--- config.mk ---
export PLATFORM = sky130hd
export DESIGN_NAME = otp_read_seq
export DESIGN_NICKNAME = d
export VERILOG_FILES = /design/src/rtl/otp_seq_pkg.sv /design/src/rtl/otp_seq_timer.sv /design/src/rtl/otp_seq_ctrl.sv /design/src/rtl/otp_seq_drive.sv /design/src/rtl/otp_read_seq.sv
export SDC_FILE = /design/constraint.sdc
export NUM_CORES = 1
export LEC_CHECK = 0
export CORE_ASPECT_RATIO = 0.7
export CORE_MARGIN = 2
export CORE_UTILIZATION = 43
export CTS_BUF_LIST = sky130_fd_sc_hd__clkbuf_16
export DETAILED_ROUTE_END_ITERATION = 8
export PLACE_DENSITY = 0.85
export SLEW_MARGIN = 10
export SYNTH_ARGS = -nofsm -noshare
export SYNTH_HDL_FRONTEND = slang
export SYNTH_SLANG_ARGS = --single-unit
--- constraint.sdc ---
create_clock -name clk -period 2 [get_ports clk]
set_input_delay 0.3 -clock clk [delete_from_list [all_inputs] [get_ports clk]]
set_output_delay 0.3 -clock clk [all_outputs]
set_load 0.05 [all_outputs]
--- src/rtl/otp_seq_pkg.sv ---
package otp_seq_pkg;

  typedef enum logic [3:0] {
    ST_IDLE,
    ST_WAKE,
    ST_TRIM,
    ST_ENABLE,
    ST_ADDR,
    ST_CLKH,
    ST_CLKL,
    ST_CAPT,
    ST_OFF_CE,
    ST_OFF_TRIM,
    ST_DONE,
    ST_ERR
  } seq_state_e;

endpackage

--- src/rtl/otp_seq_timer.sv ---
module otp_seq_timer #(
  parameter int SETTLE = 4
) (
  input  logic clk,
  input  logic rst,
  input  logic load_i,
  output logic expired_o
);
  localparam int CW = (SETTLE < 2) ? 1 : $clog2(SETTLE + 1);
  localparam logic [CW-1:0] RELOAD = CW'(SETTLE - 1);

  logic [CW-1:0] cnt_q;

  always_ff @(posedge clk) begin
    if (rst) begin
      cnt_q <= '0;
    end else if (load_i) begin
      cnt_q <= RELOAD;
    end else if (cnt_q != '0) begin
      cnt_q <= cnt_q - 1'b1;
    end
  end

  assign expired_o = (cnt_q == '0);
endmodule

--- src/rtl/otp_seq_ctrl.sv ---
module otp_seq_ctrl
  import otp_seq_pkg::*;
#(
  parameter int IW = 16,
  parameter int AW = 12
) (
  input  logic          clk,
  input  logic          rst,
  input  logic          start_i,
  input  logic [IW-1:0] index_i,
  input  logic          expired_i,
  output seq_state_e    state_o,
  output seq_state_e    nxt_o,
  output logic          load_o,
  output logic [AW-1:0] addr_o
);
  seq_state_e    state_q, nxt;
  logic [AW-1:0] addr_q;
  logic          oor;

  generate
    if (IW > AW) begin : g_range
      assign oor = (index_i[IW-1:AW] != '0);
    end else begin : g_norange
      assign oor = 1'b0;
    end
  endgenerate

  always_comb begin
    nxt = state_q;
    unique case (state_q)
      ST_IDLE:     if (start_i) nxt = oor ? ST_ERR : ST_WAKE;
      ST_WAKE:     nxt = ST_TRIM;
      ST_TRIM:     nxt = ST_ENABLE;
      ST_ENABLE:   nxt = ST_ADDR;
      ST_ADDR:     nxt = ST_CLKH;
      ST_CLKH:     if (expired_i) nxt = ST_CLKL;
      ST_CLKL:     if (expired_i) nxt = ST_CAPT;
      ST_CAPT:     nxt = ST_OFF_CE;
      ST_OFF_CE:   nxt = ST_OFF_TRIM;
      ST_OFF_TRIM: nxt = ST_DONE;
      ST_DONE:     nxt = ST_IDLE;
      ST_ERR:      nxt = ST_IDLE;
      default:     nxt = ST_IDLE;
    endcase
  end

  assign load_o = (nxt != state_q) && ((nxt == ST_CLKH) || (nxt == ST_CLKL));

  always_ff @(posedge clk) begin
    if (rst) begin
      state_q <= ST_IDLE;
      addr_q  <= '0;
    end else begin
      state_q <= nxt;
      if (state_q == ST_IDLE && start_i) addr_q <= index_i[AW-1:0];
    end
  end

  assign state_o = state_q;
  assign nxt_o   = nxt;
  assign addr_o  = addr_q;
endmodule

--- src/rtl/otp_seq_drive.sv ---
module otp_seq_drive
  import otp_seq_pkg::*;
#(
  parameter int AW = 12,
  parameter int DW = 32
) (
  input  logic          clk,
  input  logic          rst,
  input  seq_state_e    state_i,
  input  seq_state_e    nxt_i,
  input  logic [AW-1:0] addr_i,
  input  logic [DW-1:0] dout_i,
  output logic          stby_n_o,
  output logic          trim_o,
  output logic          ce_o,
  output logic          mclk_o,
  output logic [AW-1:0] addr_o,
  output logic          busy_o,
  output logic          done_o,
  output logic          err_o,
  output logic [DW-1:0] rdata_o
);
  logic awake_n, trim_n, ce_n, addr_on_n;

  always_comb begin
    awake_n   = nxt_i inside {ST_WAKE, ST_TRIM, ST_ENABLE, ST_ADDR, ST_CLKH,
                              ST_CLKL, ST_CAPT, ST_OFF_CE, ST_OFF_TRIM};
    trim_n    = nxt_i inside {ST_TRIM, ST_ENABLE, ST_ADDR, ST_CLKH, ST_CLKL,
                              ST_CAPT, ST_OFF_CE};
    ce_n      = nxt_i inside {ST_ENABLE, ST_ADDR, ST_CLKH, ST_CLKL, ST_CAPT};
    addr_on_n = nxt_i inside {ST_ADDR, ST_CLKH, ST_CLKL, ST_CAPT};
  end

  always_ff @(posedge clk) begin
    if (rst) begin
      stby_n_o <= 1'b0;
      trim_o   <= 1'b0;
      ce_o     <= 1'b0;
      mclk_o   <= 1'b0;
      addr_o   <= '0;
      busy_o   <= 1'b0;
      done_o   <= 1'b0;
      err_o    <= 1'b0;
      rdata_o  <= '0;
    end else begin
      stby_n_o <= awake_n;
      trim_o   <= trim_n;
      ce_o     <= ce_n;
      mclk_o   <= (nxt_i == ST_CLKH);
      addr_o   <= addr_on_n ? addr_i : '0;
      busy_o   <= (nxt_i != ST_IDLE);
      done_o   <= (nxt_i == ST_DONE);
      err_o    <= (nxt_i == ST_ERR);
      if (state_i == ST_CAPT) rdata_o <= dout_i;
    end
  end
endmodule

--- src/rtl/otp_read_seq.sv ---
module otp_read_seq
  import otp_seq_pkg::*;
#(
  parameter int IW     = 16,
  parameter int AW     = 12,
  parameter int DW     = 32,
  parameter int SETTLE = 4
) (
  input  logic          clk,
  input  logic          rst,
  input  logic          start_i,
  input  logic [IW-1:0] index_i,
  output logic          busy_o,
  output logic          done_o,
  output logic          err_o,
  output logic [DW-1:0] rdata_o,
  output logic          fz_stby_n_o,
  output logic          fz_trim_o,
  output logic          fz_ce_o,
  output logic          fz_clk_o,
  output logic [AW-1:0] fz_addr_o,
  input  logic [DW-1:0] fz_dout_i,
  output logic          fz_prog_o,
  output logic          fz_we_o,
  output logic          fz_tm_o,
  output logic          fz_trow_o,
  output logic          fz_tcol_o
);
  seq_state_e    state, nxt;
  logic          load, expired;
  logic [AW-1:0] addr_q;

  otp_seq_ctrl #(.IW(IW), .AW(AW)) u_ctrl (
    .clk(clk), .rst(rst), .start_i(start_i), .index_i(index_i),
    .expired_i(expired), .state_o(state), .nxt_o(nxt), .load_o(load),
    .addr_o(addr_q)
  );

  otp_seq_timer #(.SETTLE(SETTLE)) u_timer (
    .clk(clk), .rst(rst), .load_i(load), .expired_o(expired)
  );

  otp_seq_drive #(.AW(AW), .DW(DW)) u_drive (
    .clk(clk), .rst(rst), .state_i(state), .nxt_i(nxt), .addr_i(addr_q),
    .dout_i(fz_dout_i), .stby_n_o(fz_stby_n_o), .trim_o(fz_trim_o),
    .ce_o(fz_ce_o), .mclk_o(fz_clk_o), .addr_o(fz_addr_o), .busy_o(busy_o),
    .done_o(done_o), .err_o(err_o), .rdata_o(rdata_o)
  );

  // Programming and test pins are never used by a read.
  assign fz_prog_o = 1'b0;
  assign fz_we_o   = 1'b0;
  assign fz_tm_o   = 1'b0;
  assign fz_trow_o = 1'b0;
  assign fz_tcol_o = 1'b0;
endmodule

==> key figures <==
Outcome
  • Outcome: completed

Route
  • Drt initial violations: 90
  • Total vias in the final route: 2,415
  • DRT Pass-1 Iters: 4
  • Antenna viol nets, final: 0
  • Wirelength per Cell: 13.7 µm
  • Aggregate routed wire length: 6810 µm
  • Number of vias per cell: 4.87
  • DRC: 0

Setup path
  • Startpoint of the lowest-slack register-to-register path: u_ctrl.state_o[3]$_SDFF_PP0_
  • Crit path max fanout: 15
  • Critical Path End Type: flop
  • Startpoint of the most critical setup path: u_ctrl.state_o[3]$_SDFF_PP0_
  • Worst endpoint required time: 2.24 ns
  • Slowest-stage cell, CP: sky130_fd_sc_hd__dfxtp_1
  • Worst stage delay on the critical path: 0.72 ns
  • Top cell family by delay on the critical path: flip-flops
  • Startpoint type of the worst setup path: flop
  • Critical-path cell list: nor2_1 -> mux2i_1 -> o211a_1 -> nand2b_1 -> nor3_1
  • Critical path data arrival time: 2.07 ns
  • Critical path buffer and inverter count: 0
  • Category of the critical setup timing path: flop to flop

Timing
  • Setup Skew: 0.00565 ns
  • Count of final hold-check violations: 0
  • Slew at the pin closest to its max-slew limit: 0.629 ns
  • Crit share post-route: 91.4%
  • Count of endpoints failing setup in the final report: 0
  • Minimum period implied by the final worst setup slack: 1.83 ns
  • Worst slew margin relative to its limit: 58.0%
  • Maximum clock frequency: 547 MHz
  • Setup repair after global routing missed its margin: false
  • Number of pins exceeding their max-slew limit in the final report: 0

Flow run
  • Reported max-cap violation count: 0

Placed design
  • Detail Placement HPWL: 4650 µm
  • Port Buffer Count: 101
  • Placed Area: 3760 µm²
  • Placer's final routability congestion estimate: 0.915

Finish
  • Layout cells sized above 1: 8.61%
  • Final cell area excluding filler cells: 4120 µm²
  • Number of diodes: 0
  • FF+latch area: 1400 µm²
  • Area added between synthesis and finish: 53.7%
  • Number of filler cells placed in the layout: 513
  • Share of the core filled with cells in the final layout: 67.2%
  • Area used by multi-input combinational logic: 1170 µm²
  • Final nets: 466

Power and ir drop
  • Maximum ir drop on the vdd rail: 0.615 mV
  • Leakage: 1.49 nW
  • Power density over the cells: 1050 nW/µm²

Logic synthesis
  • Flip-flop and latch count after synthesis: 70
  • Biggest area contributors in the synthesized netlist: sky130_fd_sc_hd__dfxtp_1 (52%), sky130_fd_sc_hd__nand2_1 (13%), sky130_fd_sc_hd__a21oi_1 (9.5%)
  • Distinct cell type count after synthesis: 42
  • Most common cell in the synthesized netlist: sky130_fd_sc_hd__nand2_1
  • Area share of the largest cell type after synthesis: 52.3%
  • Top cell types by occurrence after synthesis: sky130_fd_sc_hd__nand2_1 (94), sky130_fd_sc_hd__dfxtp_1 (70), sky130_fd_sc_hd__a21oi_1 (51), sky130_fd_sc_hd__and2_1 (13), sky130_fd_sc_hd__nor2_1 (11)
  • Count of flip-flops with a built-in enable after synthesis: 0
  • Post-synthesis cell area: 2680 µm²
  • Mapped Avg Cell Area: 8.56 µm²
  • Synth area leader: sky130_fd_sc_hd__dfxtp_1
  • Async S/R FF share, synth: 0%
  • Share of the yosys chip area belonging to registers: 52.3%
  • Top flip-flop cell by instance count after synthesis: sky130_fd_sc_hd__dfxtp_1
  • Synth warnings: 0
  • Synthesized instance count: 313

GRT
  • Vias in the first global route: 2,316
  • GR Overflow Total: 0
  • Global-route wire length before repair: 10,900 µm
  • Antenna violations before repair: 0
  • Pin count of the biggest net entering global routing: 38
  • GR Util All Layers: 20.1%

Clocking
  • Hold buffer count at cts: 0
  • Sinks on Clock Net: 70
  • CTS clock-pin slew for the worst setup and hold paths: 0.06 ns
  • TritonCTS clock tree: done
  • Max Buffers Root-to-Sink: 2
  • H-tree depth: 3
  • Clk root buf: sky130_fd_sc_hd__clkbuf_16
  • Inserted Clock Buffers: 9
  • Clock insertion delay at the later pin of the skew report: 0.32 ns

Floorplanning
  • Effective utilization at floorplan: 43.7%
  • Width of the die: 98.3 µm
  • Count of boundary I/O pins: 107
  • Std cell rows: 24
  • Die outline height: 70.0 µm
  • Area of the die: 6890 µm²
  • Floorplan Core Area: 6130 µm²

Worst hold path
  • Type of the most critical hold path: input port to flop
  • Worst min-delay path startpoint: rst
-- flip-flops by register name, indices dropped and copies added (netlist names) --
name and flops:
u_drive.rdata_o 32, u_ctrl.addr_o 12, u_drive.addr_o 12, u_ctrl.state_o 4, u_timer.cnt_q 3, u_drive.busy_o 1, u_drive.ce_o 1, u_drive.done_o 1
u_drive.err_o 1, u_drive.mclk_o 1, u_drive.stby_n_o 1, u_drive.trim_o 1
-- worst register-to-register path, stage by stage (launching register included) --
cell                       delay, ns
sky130_fd_sc_hd__dfxtp_1        0.72
sky130_fd_sc_hd__nor2_1         0.14
sky130_fd_sc_hd__mux2i_1        0.27
sky130_fd_sc_hd__o211a_1        0.30
sky130_fd_sc_hd__nand2b_1       0.12
sky130_fd_sc_hd__nor3_1         0.20
-- report_power, final --
group	total [mW]	switching (mW)	internal (mW)
combinational	0.965	0.544	0.421
sequential	1.59	0.0959	1.50
clock	1.78	0.570	1.21
-- cells in the final DEF, fill, tap and decap left out, drive strengths merged --
cell type        n
clkdlybuf4s50  100
nand2           94
dfxtp           70
a21oi           51
and2            13
nor2            11
buf             10
clkbuf           9
inv              7
conb             5
bufinv           3
nor4             3
nor2b            3
nor3b            3
a31oi            3
o31ai            3
nor3             3
o21bai           2
mux2i            2
o21ai            2
ha               2
nand2b           2
clkinv           2
or4              1
or3              1
nand3            1
a32oi            1
o22a             1
o21ba            1
o211ai           1
a211o            1
o211a            1
o21a             1
o311ai           1
nand3b           1
a211oi           1
xnor2            1
clkinvlp         1
-- layer usage --
metal  GRT usage [%]  vias to the layer above  wire length (µm)
met5               0                        -                 0
met4            8.98                        0                70
met3            6.81                        8               511
met2            31.7                       93              3240
met1            25.1                     1092              2980
li1                -                     1222                 -
-- cell families after synthesis --
logic type | Yosys count | share of synthesized area [%]
AO/OA/AOI/OAI | 70 | 16.3
XOR/XNOR | 1 | 0.327
adder cells (fa/ha/maj) | 2 | 0.934
buffers and inverters | 31 | 5.56
flip-flops | 70 | 52.3
multiplexers | 2 | 0.747
other | 1 | 0.140
AND/OR/NAND/NOR | 136 | 23.7
-- final cells by class --
class	count	area share [%]
Inverter	6	0.547
Sequential cell	70	34.1
Timing Repair Buffer	110	26.4
Clock inverter	7	2.77
Multi-Input combinational cell	216	28.4
Tap cell	78	2.37
Clock buffer	9	5.47
-- worst paths after layout --
kind	cells after the start	end	slack (ns)
worst max-delay path	5	u_drive.mclk_o$_SDFF_PP0_	0.17
worst min-delay path	2	u_ctrl.addr_o[0]$_SDFFE_PP0P_	0.41
worst max register to register	5	u_drive.mclk_o$_SDFF_PP0_	0.17
worst min register to register	2	u_ctrl.addr_o[3]$_SDFFE_PP0P_	0.45
-- through the flow --
stage                     setup WS (ns)  total power, mW  std cells  hold slack [ns]  TNS [ns]
final                             0.171             4.34        496            0.415         0
after global routing             0.0273             4.53        496            0.428         0
after CTS                         0.100             4.34        496            0.395         0
after detailed placement         -0.160             2.53        480            0.442    -0.554
after global placement           -0.125             2.50        480            0.434    -0.357
after floorplan                   0.375             2.26        317            0.430         0
-- what timing repair did --
action	CTS	global route
resized for setup	0	5
endpoints found under the setup margin	0	6
buffers inserted	0	0
Note: power is estimated with default switching activity, not from simulation.
